[src/rtl/tlb_pkg.sv]
package tlb_pkg;
  localparam int unsigned TAG_W  = 20;
  localparam int unsigned REG_AW = 8;

  typedef enum logic [1:0] {
    PG_SECT  = 2'd0,
    PG_LARGE = 2'd1,
    PG_SMALL = 2'd2,
    PG_SUPER = 2'd3
  } pg_size_e;

  typedef struct packed {
    logic             valid;
    logic             keep;
    pg_size_e         size;
    logic [TAG_W-1:0] vtag;
    logic [TAG_W-1:0] ppn;
    logic             endian;
    logic [1:0]       esize;
    logic             mixed;
  } tlb_entry_t;

  localparam logic [REG_AW-1:0] OFS_LOCK   = 8'h10;
  localparam logic [REG_AW-1:0] OFS_LOAD   = 8'h20;
  localparam logic [REG_AW-1:0] OFS_CAM    = 8'h24;
  localparam logic [REG_AW-1:0] OFS_RAM    = 8'h28;
  localparam logic [REG_AW-1:0] OFS_FLUSH  = 8'h30;
  localparam logic [REG_AW-1:0] OFS_GFLUSH = 8'h60;

  localparam int unsigned LOCK_BASE_LSB = 16;

  // Tag bits compared for a page size (tag bit 0 = VA bit 12)
  function automatic logic [TAG_W-1:0] size_mask(pg_size_e s);
    case (s)
      PG_SMALL: return 20'hFFFFF;
      PG_LARGE: return 20'hFFFF0;
      PG_SECT:  return 20'hFFF00;
      default:  return 20'hFF000;
    endcase
  endfunction
endpackage

[src/rtl/tlb_regs.sv]
module tlb_regs
  import tlb_pkg::*;
#(
  parameter int unsigned IDX_W = 5
) (
  input  logic              clk_i,
  input  logic              rst_ni,
  input  logic              we_i,
  input  logic [REG_AW-1:0] addr_i,
  input  logic [31:0]       wdata_i,
  input  logic [3:0]        be_i,
  input  logic [IDX_W-1:0]  base_i,
  input  logic [IDX_W-1:0]  victim_i,
  output logic [31:0]       cam_o,
  output logic [31:0]       ram_o,
  output logic [31:0]       rdata_o,
  output logic              load_o,
  output logic              flush_o,
  output logic              gflush_o,
  output logic              lock_we_o,
  output logic [IDX_W-1:0]  base_wr_o,
  output logic [IDX_W-1:0]  victim_wr_o
);
  logic cam_sel, ram_sel;

  assign cam_sel = we_i && (addr_i == OFS_CAM);
  assign ram_sel = we_i && (addr_i == OFS_RAM);

  for (genvar b = 0; b < 4; b++) begin : g_lane
    always_ff @(posedge clk_i or negedge rst_ni) begin
      if (!rst_ni) begin
        cam_o[8*b +: 8] <= '0;
        ram_o[8*b +: 8] <= '0;
      end else begin
        if (cam_sel && be_i[b]) cam_o[8*b +: 8] <= wdata_i[8*b +: 8];
        if (ram_sel && be_i[b]) ram_o[8*b +: 8] <= wdata_i[8*b +: 8];
      end
    end
  end

  assign load_o      = we_i && (addr_i == OFS_LOAD)   && be_i[0] && wdata_i[0];
  assign flush_o     = we_i && (addr_i == OFS_FLUSH)  && be_i[0] && wdata_i[0];
  assign gflush_o    = we_i && (addr_i == OFS_GFLUSH) && be_i[0] && wdata_i[0];
  assign lock_we_o   = we_i && (addr_i == OFS_LOCK);
  assign base_wr_o   = wdata_i[LOCK_BASE_LSB +: IDX_W];
  assign victim_wr_o = wdata_i[0 +: IDX_W];

  always_comb begin
    rdata_o = '0;
    case (addr_i)
      OFS_LOCK: begin
        rdata_o[LOCK_BASE_LSB +: IDX_W] = base_i;
        rdata_o[0 +: IDX_W]             = victim_i;
      end
      OFS_CAM: rdata_o = cam_o;
      OFS_RAM: rdata_o = ram_o;
      default: rdata_o = '0;
    endcase
  end

  AST_CAM_HOLDS: assert property (@(posedge clk_i) disable iff (!rst_ni)
    !cam_sel |=> $stable(cam_o));
  AST_RAM_HOLDS: assert property (@(posedge clk_i) disable iff (!rst_ni)
    !ram_sel |=> $stable(ram_o));
endmodule

[src/rtl/tlb_victim.sv]
module tlb_victim #(
  parameter int unsigned ENTRIES = 32,
  localparam int unsigned IDX_W  = $clog2(ENTRIES)
) (
  input  logic             clk_i,
  input  logic             rst_ni,
  input  logic             lock_we_i,
  input  logic [IDX_W-1:0] base_wr_i,
  input  logic [IDX_W-1:0] victim_wr_i,
  input  logic             load_i,
  output logic [IDX_W-1:0] base_o,
  output logic [IDX_W-1:0] victim_o
);
  localparam logic [IDX_W-1:0] LAST = IDX_W'(ENTRIES - 1);

  always_ff @(posedge clk_i or negedge rst_ni) begin
    if (!rst_ni) begin
      base_o   <= '0;
      victim_o <= '0;
    end else if (lock_we_i) begin
      base_o   <= base_wr_i;
      victim_o <= (victim_wr_i < base_wr_i) ? base_wr_i : victim_wr_i;
    end else if (load_i) begin
      victim_o <= (victim_o == LAST) ? base_o : victim_o + 1'b1;
    end
  end

  AST_VICTIM_ABOVE_BASE: assert property (@(posedge clk_i) disable iff (!rst_ni)
    victim_o >= base_o);
  AST_VICTIM_STEP: assert property (@(posedge clk_i) disable iff (!rst_ni)
    (load_i && !lock_we_i && victim_o != LAST) |=> victim_o == $past(victim_o) + 1'b1);
  AST_VICTIM_WRAP: assert property (@(posedge clk_i) disable iff (!rst_ni)
    (load_i && !lock_we_i && victim_o == LAST) |=> victim_o == $past(base_o));
endmodule

[src/rtl/tlb_array.sv]
module tlb_array
  import tlb_pkg::*;
#(
  parameter int unsigned ENTRIES = 32,
  localparam int unsigned IDX_W  = $clog2(ENTRIES)
) (
  input  logic             clk_i,
  input  logic             rst_ni,
  input  logic             load_i,
  input  logic [IDX_W-1:0] load_idx_i,
  input  logic [31:0]      cam_i,
  input  logic [31:0]      ram_i,
  input  logic             flush_i,
  input  logic             gflush_i,
  input  logic [31:0]      va_i,
  output logic             hit_o,
  output logic [31:0]      pa_o,
  output logic             endian_o,
  output logic [1:0]       esize_o,
  output logic             mixed_o
);
  tlb_entry_t       ent_q [ENTRIES];
  tlb_entry_t       new_ent, sel_ent;
  logic [ENTRIES-1:0] hit_vec, valid_vec, keep_vec;
  pg_size_e         cam_size;
  logic [TAG_W-1:0] cam_mask, sel_mask;
  logic [IDX_W-1:0] sel_idx;
  logic             unused_bits;

  assign unused_bits = ^{cam_i[11:4], ram_i[11:10], ram_i[5:0]};
  assign cam_size    = pg_size_e'(cam_i[1:0]);
  assign cam_mask    = size_mask(cam_size);

  always_comb begin
    new_ent        = '0;
    new_ent.valid  = cam_i[2];
    new_ent.keep   = cam_i[3];
    new_ent.size   = cam_size;
    new_ent.vtag   = cam_i[31:12];
    new_ent.ppn    = ram_i[31:12];
    new_ent.endian = ram_i[9];
    new_ent.esize  = ram_i[8:7];
    new_ent.mixed  = ram_i[6];
  end

  for (genvar i = 0; i < ENTRIES; i++) begin : g_ent
    logic fl_match;
    assign fl_match = (ent_q[i].size == cam_size) &&
                      (((ent_q[i].vtag ^ cam_i[31:12]) & cam_mask) == '0);

    always_ff @(posedge clk_i or negedge rst_ni) begin
      if (!rst_ni) ent_q[i] <= '0;
      else if (load_i && load_idx_i == IDX_W'(i)) ent_q[i] <= new_ent;
      else if (flush_i && fl_match) ent_q[i].valid <= 1'b0;
      else if (gflush_i && !ent_q[i].keep) ent_q[i].valid <= 1'b0;
    end

    assign valid_vec[i] = ent_q[i].valid;
    assign keep_vec[i]  = ent_q[i].keep;
    assign hit_vec[i]   = ent_q[i].valid &&
                          (((ent_q[i].vtag ^ va_i[31:12]) & size_mask(ent_q[i].size)) == '0);
  end

  // Lowest index wins
  always_comb begin
    sel_idx = '0;
    for (int i = ENTRIES - 1; i >= 0; i--)
      if (hit_vec[i]) sel_idx = IDX_W'(i);
  end

  assign sel_ent  = ent_q[sel_idx];
  assign sel_mask = size_mask(sel_ent.size);
  assign hit_o    = |hit_vec;

  always_comb begin
    pa_o     = '0;
    endian_o = 1'b0;
    esize_o  = '0;
    mixed_o  = 1'b0;
    if (hit_o) begin
      pa_o     = {(sel_ent.ppn & sel_mask) | (va_i[31:12] & ~sel_mask), va_i[11:0]};
      endian_o = sel_ent.endian;
      esize_o  = sel_ent.esize;
      mixed_o  = sel_ent.mixed;
    end
  end

  AST_LOAD_SETS_VALID: assert property (@(posedge clk_i) disable iff (!rst_ni)
    load_i |=> valid_vec[$past(load_idx_i)] == $past(cam_i[2]));
  AST_GFLUSH_CLEARS: assert property (@(posedge clk_i) disable iff (!rst_ni)
    (gflush_i && !load_i) |=> (valid_vec & ~keep_vec) == '0);
  AST_GFLUSH_KEEPS: assert property (@(posedge clk_i) disable iff (!rst_ni)
    (gflush_i && !load_i) |=> (valid_vec & keep_vec) == $past(valid_vec & keep_vec));
  AST_FLUSH_NO_GROW: assert property (@(posedge clk_i) disable iff (!rst_ni)
    (flush_i && !load_i) |=> $countones(valid_vec) <= $past($countones(valid_vec)));
  AST_HIT_NEEDS_VALID: assert property (@(posedge clk_i) disable iff (!rst_ni)
    hit_o |-> valid_vec[sel_idx]);
endmodule

[src/rtl/sw_tlb.sv]
module sw_tlb
  import tlb_pkg::*;
#(
  parameter int unsigned ENTRIES = 32,
  localparam int unsigned IDX_W  = $clog2(ENTRIES)
) (
  input  logic              clk_i,
  input  logic              rst_ni,
  input  logic              reg_we_i,
  input  logic [REG_AW-1:0] reg_addr_i,
  input  logic [31:0]       reg_wdata_i,
  input  logic [3:0]        reg_be_i,
  output logic [31:0]       reg_rdata_o,
  input  logic [31:0]       va_i,
  output logic              hit_o,
  output logic              miss_o,
  output logic [31:0]       pa_o,
  output logic              endian_o,
  output logic [1:0]        elem_size_o,
  output logic              mixed_o
);
  logic [31:0]      cam_w, ram_w;
  logic             load_w, flush_w, gflush_w, lock_we_w;
  logic [IDX_W-1:0] base_wr_w, victim_wr_w, base_w, victim_w;

  tlb_regs #(.IDX_W(IDX_W)) u_regs (
    .clk_i       (clk_i),
    .rst_ni      (rst_ni),
    .we_i        (reg_we_i),
    .addr_i      (reg_addr_i),
    .wdata_i     (reg_wdata_i),
    .be_i        (reg_be_i),
    .base_i      (base_w),
    .victim_i    (victim_w),
    .cam_o       (cam_w),
    .ram_o       (ram_w),
    .rdata_o     (reg_rdata_o),
    .load_o      (load_w),
    .flush_o     (flush_w),
    .gflush_o    (gflush_w),
    .lock_we_o   (lock_we_w),
    .base_wr_o   (base_wr_w),
    .victim_wr_o (victim_wr_w)
  );

  tlb_victim #(.ENTRIES(ENTRIES)) u_victim (
    .clk_i       (clk_i),
    .rst_ni      (rst_ni),
    .lock_we_i   (lock_we_w),
    .base_wr_i   (base_wr_w),
    .victim_wr_i (victim_wr_w),
    .load_i      (load_w),
    .base_o      (base_w),
    .victim_o    (victim_w)
  );

  tlb_array #(.ENTRIES(ENTRIES)) u_array (
    .clk_i      (clk_i),
    .rst_ni     (rst_ni),
    .load_i     (load_w),
    .load_idx_i (victim_w),
    .cam_i      (cam_w),
    .ram_i      (ram_w),
    .flush_i    (flush_w),
    .gflush_i   (gflush_w),
    .va_i       (va_i),
    .hit_o      (hit_o),
    .pa_o       (pa_o),
    .endian_o   (endian_o),
    .esize_o    (elem_size_o),
    .mixed_o    (mixed_o)
  );

  assign miss_o = ~hit_o;

  AST_MISS_ZERO_PA: assert property (@(posedge clk_i) disable iff (!rst_ni)
    miss_o |-> (pa_o == '0 && elem_size_o == '0 && !endian_o && !mixed_o));
  AST_PA_OFFSET: assert property (@(posedge clk_i) disable iff (!rst_ni)
    hit_o |-> pa_o[11:0] == va_i[11:0]);
endmodule

[config.mk]
export PLATFORM = sky130hd
export DESIGN_NAME = sw_tlb
export DESIGN_NICKNAME = d
export VERILOG_FILES = /design/src/rtl/tlb_pkg.sv /design/src/rtl/tlb_regs.sv /design/src/rtl/tlb_victim.sv /design/src/rtl/tlb_array.sv /design/src/rtl/sw_tlb.sv
export SDC_FILE = /design/constraint.sdc
export NUM_CORES = 2
export LEC_CHECK = 0
export BUFFER_PORTS_ARGS = -buffer_cell sky130_fd_sc_hd__buf_2
export CORE_MARGIN = 1
export CORE_UTILIZATION = 45
export CTS_BUF_LIST = sky130_fd_sc_hd__clkbuf_8
export CTS_CLUSTER_DIAMETER = 50
export CTS_CLUSTER_SIZE = 28
export DETAILED_ROUTE_END_ITERATION = 6
export PLACE_DENSITY_LB_ADDON = 0.15
export SLEW_MARGIN = 20
export SYNTH_ARGS = -nofsm -noshare
export SYNTH_HDL_FRONTEND = slang
export SYNTH_SLANG_ARGS = --single-unit
[constraint.sdc]
create_clock -name clk_i -period 6.9 [get_ports clk_i]
set_clock_uncertainty 0.05 [all_clocks]
set_input_delay 0.69 -clock clk_i [delete_from_list [all_inputs] [get_ports clk_i]]
set_output_delay 0.69 -clock clk_i [all_outputs]
set_load 0.03 [all_outputs]
==> summary.txt <==
Timing
  – Fin Setup TNS: -0.252 ns
  – Hold slack: 0.102 ns
  – Slew headroom: 23.1%
  – Fmax achieved: 143 MHz
  – # setup viols final: 3
  – Tmin final: 6.99 ns
  – Hold Vio Cnt, Final: 0
  – Slew Viols, Final: 0
  – Tcrit/Tclk final: 101%
  – Unrepaired setup endpoints after global routing: yes
  – PnR worst setup slack: -0.0903 ns
  – Slew at the pin with the worst max-slew slack: 1.15 ns

Critical path
  – Critical path data arrival time: 6.25 ns
  – Crit path max fanout: 5
  – Biggest cell delay along the critical path: 0.46 ns
  – Worst path slowest cell: o211ai_1
  – Data required, critical path: 6.16 ns
  – CP startpoint kind: flip-flop
  – Critical path type: flip-flop to output pin
  – Cell mode on critical path: buf_4
  – Crit end category: output pin

Power
  – Part of the power in registers: 52.3%
  – Pint: 13.2 mW
  – Power share of the combinational group: 6.0%
  – Peak VDD IR: 201 uV
  – Leakage: 47.7 nW
  – Clock Power Share: 41.7%
  – Cell Pwr Density: 185 mW/mm^2
  – Switching portion of total power: 27.6%
  – Net Sw Power: 5.02 mW

Placed design
  – Port Buffers: 148
  – Placed instance area: 0.0924 sq mm
  – Place WS: -0.672 ns
  – Placed Cells: 9859
  – Hpwl dp: 196000 microns
  – Final GP Congestion: 0.930

Die
  – I/O pin count: 149
  – Die area: 0.195 sq mm
  – CORE AREA: 0.191 sq mm
  – # rows: 160
  – Chip height: 442 microns
  – Starting Density: 45.5%
  – Die width: 442 microns

Drt
  – Initial DRC count: 5397
  – DRT antenna net count: 0
  – Final WL: 305000 microns
  – Vias per inst: 6.03
  – Drt wl/cell: 29.6 microns
  – DRC errors left: 0
  – First-pass DRT Iterations: 6
  – Vias: 62100

Final layout
  – Finished Cell Area: 0.0983 sq mm
  – Final nets: 7775
  – Share of cells above drive strength 1: 34.8%
  – Area Overhead vs Synth: 13.0%
  – Non-filler cells, final: 10300

Worst hold path
  – Hold WC Path Type: input pin to flip-flop

Logic synthesis
  – Distinct cells, synth: 85
  – Area leader, netlist: dfrtp_1
  – Post-Synthesis Cells: 7410
  – Main area contributors after synthesis: dfrtp_1 (46%), mux2_2 (20%), xor2_1 (6.9%)
  – Number of synthesized flops with an enable pin: 0
  – Cell area after synthesis: 0.0869 sq mm
  – Most common cell in the netlist: dfrtp_1
  – Seq cells post-synth: 1610
  – Area fraction of the dominant cell type after synthesis: 46.3%
  – Syn avg cell area: 11.7 sq um
  – Most used DFF post-synth: dfrtp_1
  – Top cells by count, synth: dfrtp_1 (1610), mux2_2 (1547), xor2_1 (685)
  – Async SR Flop Fraction: 100%
  – Mapped Nets: 7567
  – Sequential share of the synthesized area: 46.3%
  – Yosys warning total: 0

Clocking
  – Clk slew on worst S/H paths: 0.10 ns
  – Clk Latency, worst-skew pair: 1.00 ns
  – CTS H-tree depth: 4
  – TritonCTS Buffers: 180
  – Clk buf depth: 3
  – CTS tree: done
  – Root Buffer: clkbuf_8
  – Num Clock Sinks: 1610

Flow run
  – Max_cap viols: 0

GRT
  – Initial antenna violation count: 13
  – First-pass GRT wire length: 445000 microns
  – Vias in the first global route: 62400
  – GRT Resource Usage Total: 31.0%
  – Grt total ovfl: 0
  – Largest net degree at the start of global routing: 162

Outcome
  – Violated checks: setup timing
  – Status: finished, violations left
==> per-layer routing <==
| metal | vias to the layer above | track usage, % | routed length, microns | part of all wire, % |
|---|---|---|---|---|
| met1 | 32700 | 42.3 | 132000 | 43 |
| met5 | - | 0 | 36 | 0.012 |
| met4 | 6 | 10.9 | 11600 | 3.8 |
| li1 | 26700 | - | - | - |
| met2 | 2099 | 50.1 | 143000 | 47 |
| met3 | 545 | 4.52 | 18300 | 6.0 |
==> final cells by class <==
class / count / area [sq um]
fillers: 16900 / 92700
multi-input cells: 5076 / 44400
flip-flops and latches: 1610 / 40400
repair buffers: 676 / 5840
well taps: 2511 / 3140
clock buffers: 192 / 2640
clock inverters: 146 / 1550
inverters: 74 / 287
diodes: 9 / 22.5
==> repair_timing <==
action,CTS,global route
endpoints found under the hold margin,150,0
resized for setup,117,54
pin swaps,35,15
setup endpoints to repair,24,24
gates cloned,8,2
hold buffers,30,0
setup buffers,39,13
==> registers in the layout, indices dropped and copies added (netlist names) <==
register and cells:
u_victim.base_o 5, u_regs.cam_o 32, u_regs.ram_o 32, u_victim.victim_o 5, u_array.ent_q 1536
==> through the flow <==
stage | util [%] | power, mW
2_1_floorplan | - | 10.2
3_3_place_gp | 48.4 | 10.8
3_5_place_dp | 48.4 | 10.8
4_1_cts | 51.2 | 18.3
5_1_grt | 51.5 | 18.8
6_report | 51.5 | 18.2
==> power by group through the flow <==
stage               sequential (mW)  clock, mW  combinational (mW)
finish                         9.52       7.57                1.09
global route                   9.52       8.10                1.17
CTS                            9.52       7.72                1.09
detailed placement             9.70          0                1.07
global placement               9.70          0                1.06
floorplan                      9.64          0               0.540
==> kinds of logic after synthesis <==
group | synth area share, %
xor+xnor | 13.5
simple gates | 6.48
fa+ha+maj | 1.12
buf+inv | 3.63
mux | 22.3
compound gates | 6.61
flops | 46.3
==> worst max-delay path, delay by kind of cell, from the launching register on <==
family	cells	cell delay (ns)
xor+xnor	1	0.16
compound gates	13	2.76
fa+ha+maj	1	0.25
buf+inv	7	1.02
simple gates	4	0.63
flops	1	0.41
==> path summary, 6_finish.rpt <==
path / cells after the start / slack [ns] / endpoint / from
max in group asynchronous: 4 / 4.65 / u_array.ent_q[637] / rst_ni
hold reg to reg: 1 / 0.45 / u_array.ent_q[579] / u_array.ent_q[579]
hold / removal: 2 / 0.10 / u_regs.cam_o[25] / reg_wdata_i[25]
setup / recovery: 26 / -0.09 / pa_o[16] / u_array.ent_q[360]
setup reg to reg: 9 / 3.09 / u_array.ent_q[1343] / u_regs.cam_o[0]
min in group asynchronous: 2 / 0.24 / u_array.ent_q[518] / rst_ni
==> cell usage in the layout (no fill, tap or decap), types with 20 or more instances in the layout <==
cell type         n
nand3_1         156
buf_4           422
a21oi_1          43
xnor2_1         654
inv_1            79
mux2_2         1546
buf_12           52
a311oi_1         51
nand2_1         435
inv_6            39
buf_2           141
and2_1           42
dfrtp_1        1569
inv_8            20
mux2i_1         186
o221ai_1         40
nor2_1           71
a211oi_1         50
o211ai_1         64
nor3_1           47
a31oi_1          35
a41oi_1          41
a22o_1           24
dfrtp_4          22
o21ai_0         154
nand4_1         125
ha_1             74
clkinvlp_4       22
o41ai_1          56
nor4_1          126
dlygate4sd3_1    30
clkbuf_8        192
xor2_1          685
No activity file was read; power rests on OpenSTA's default activity.
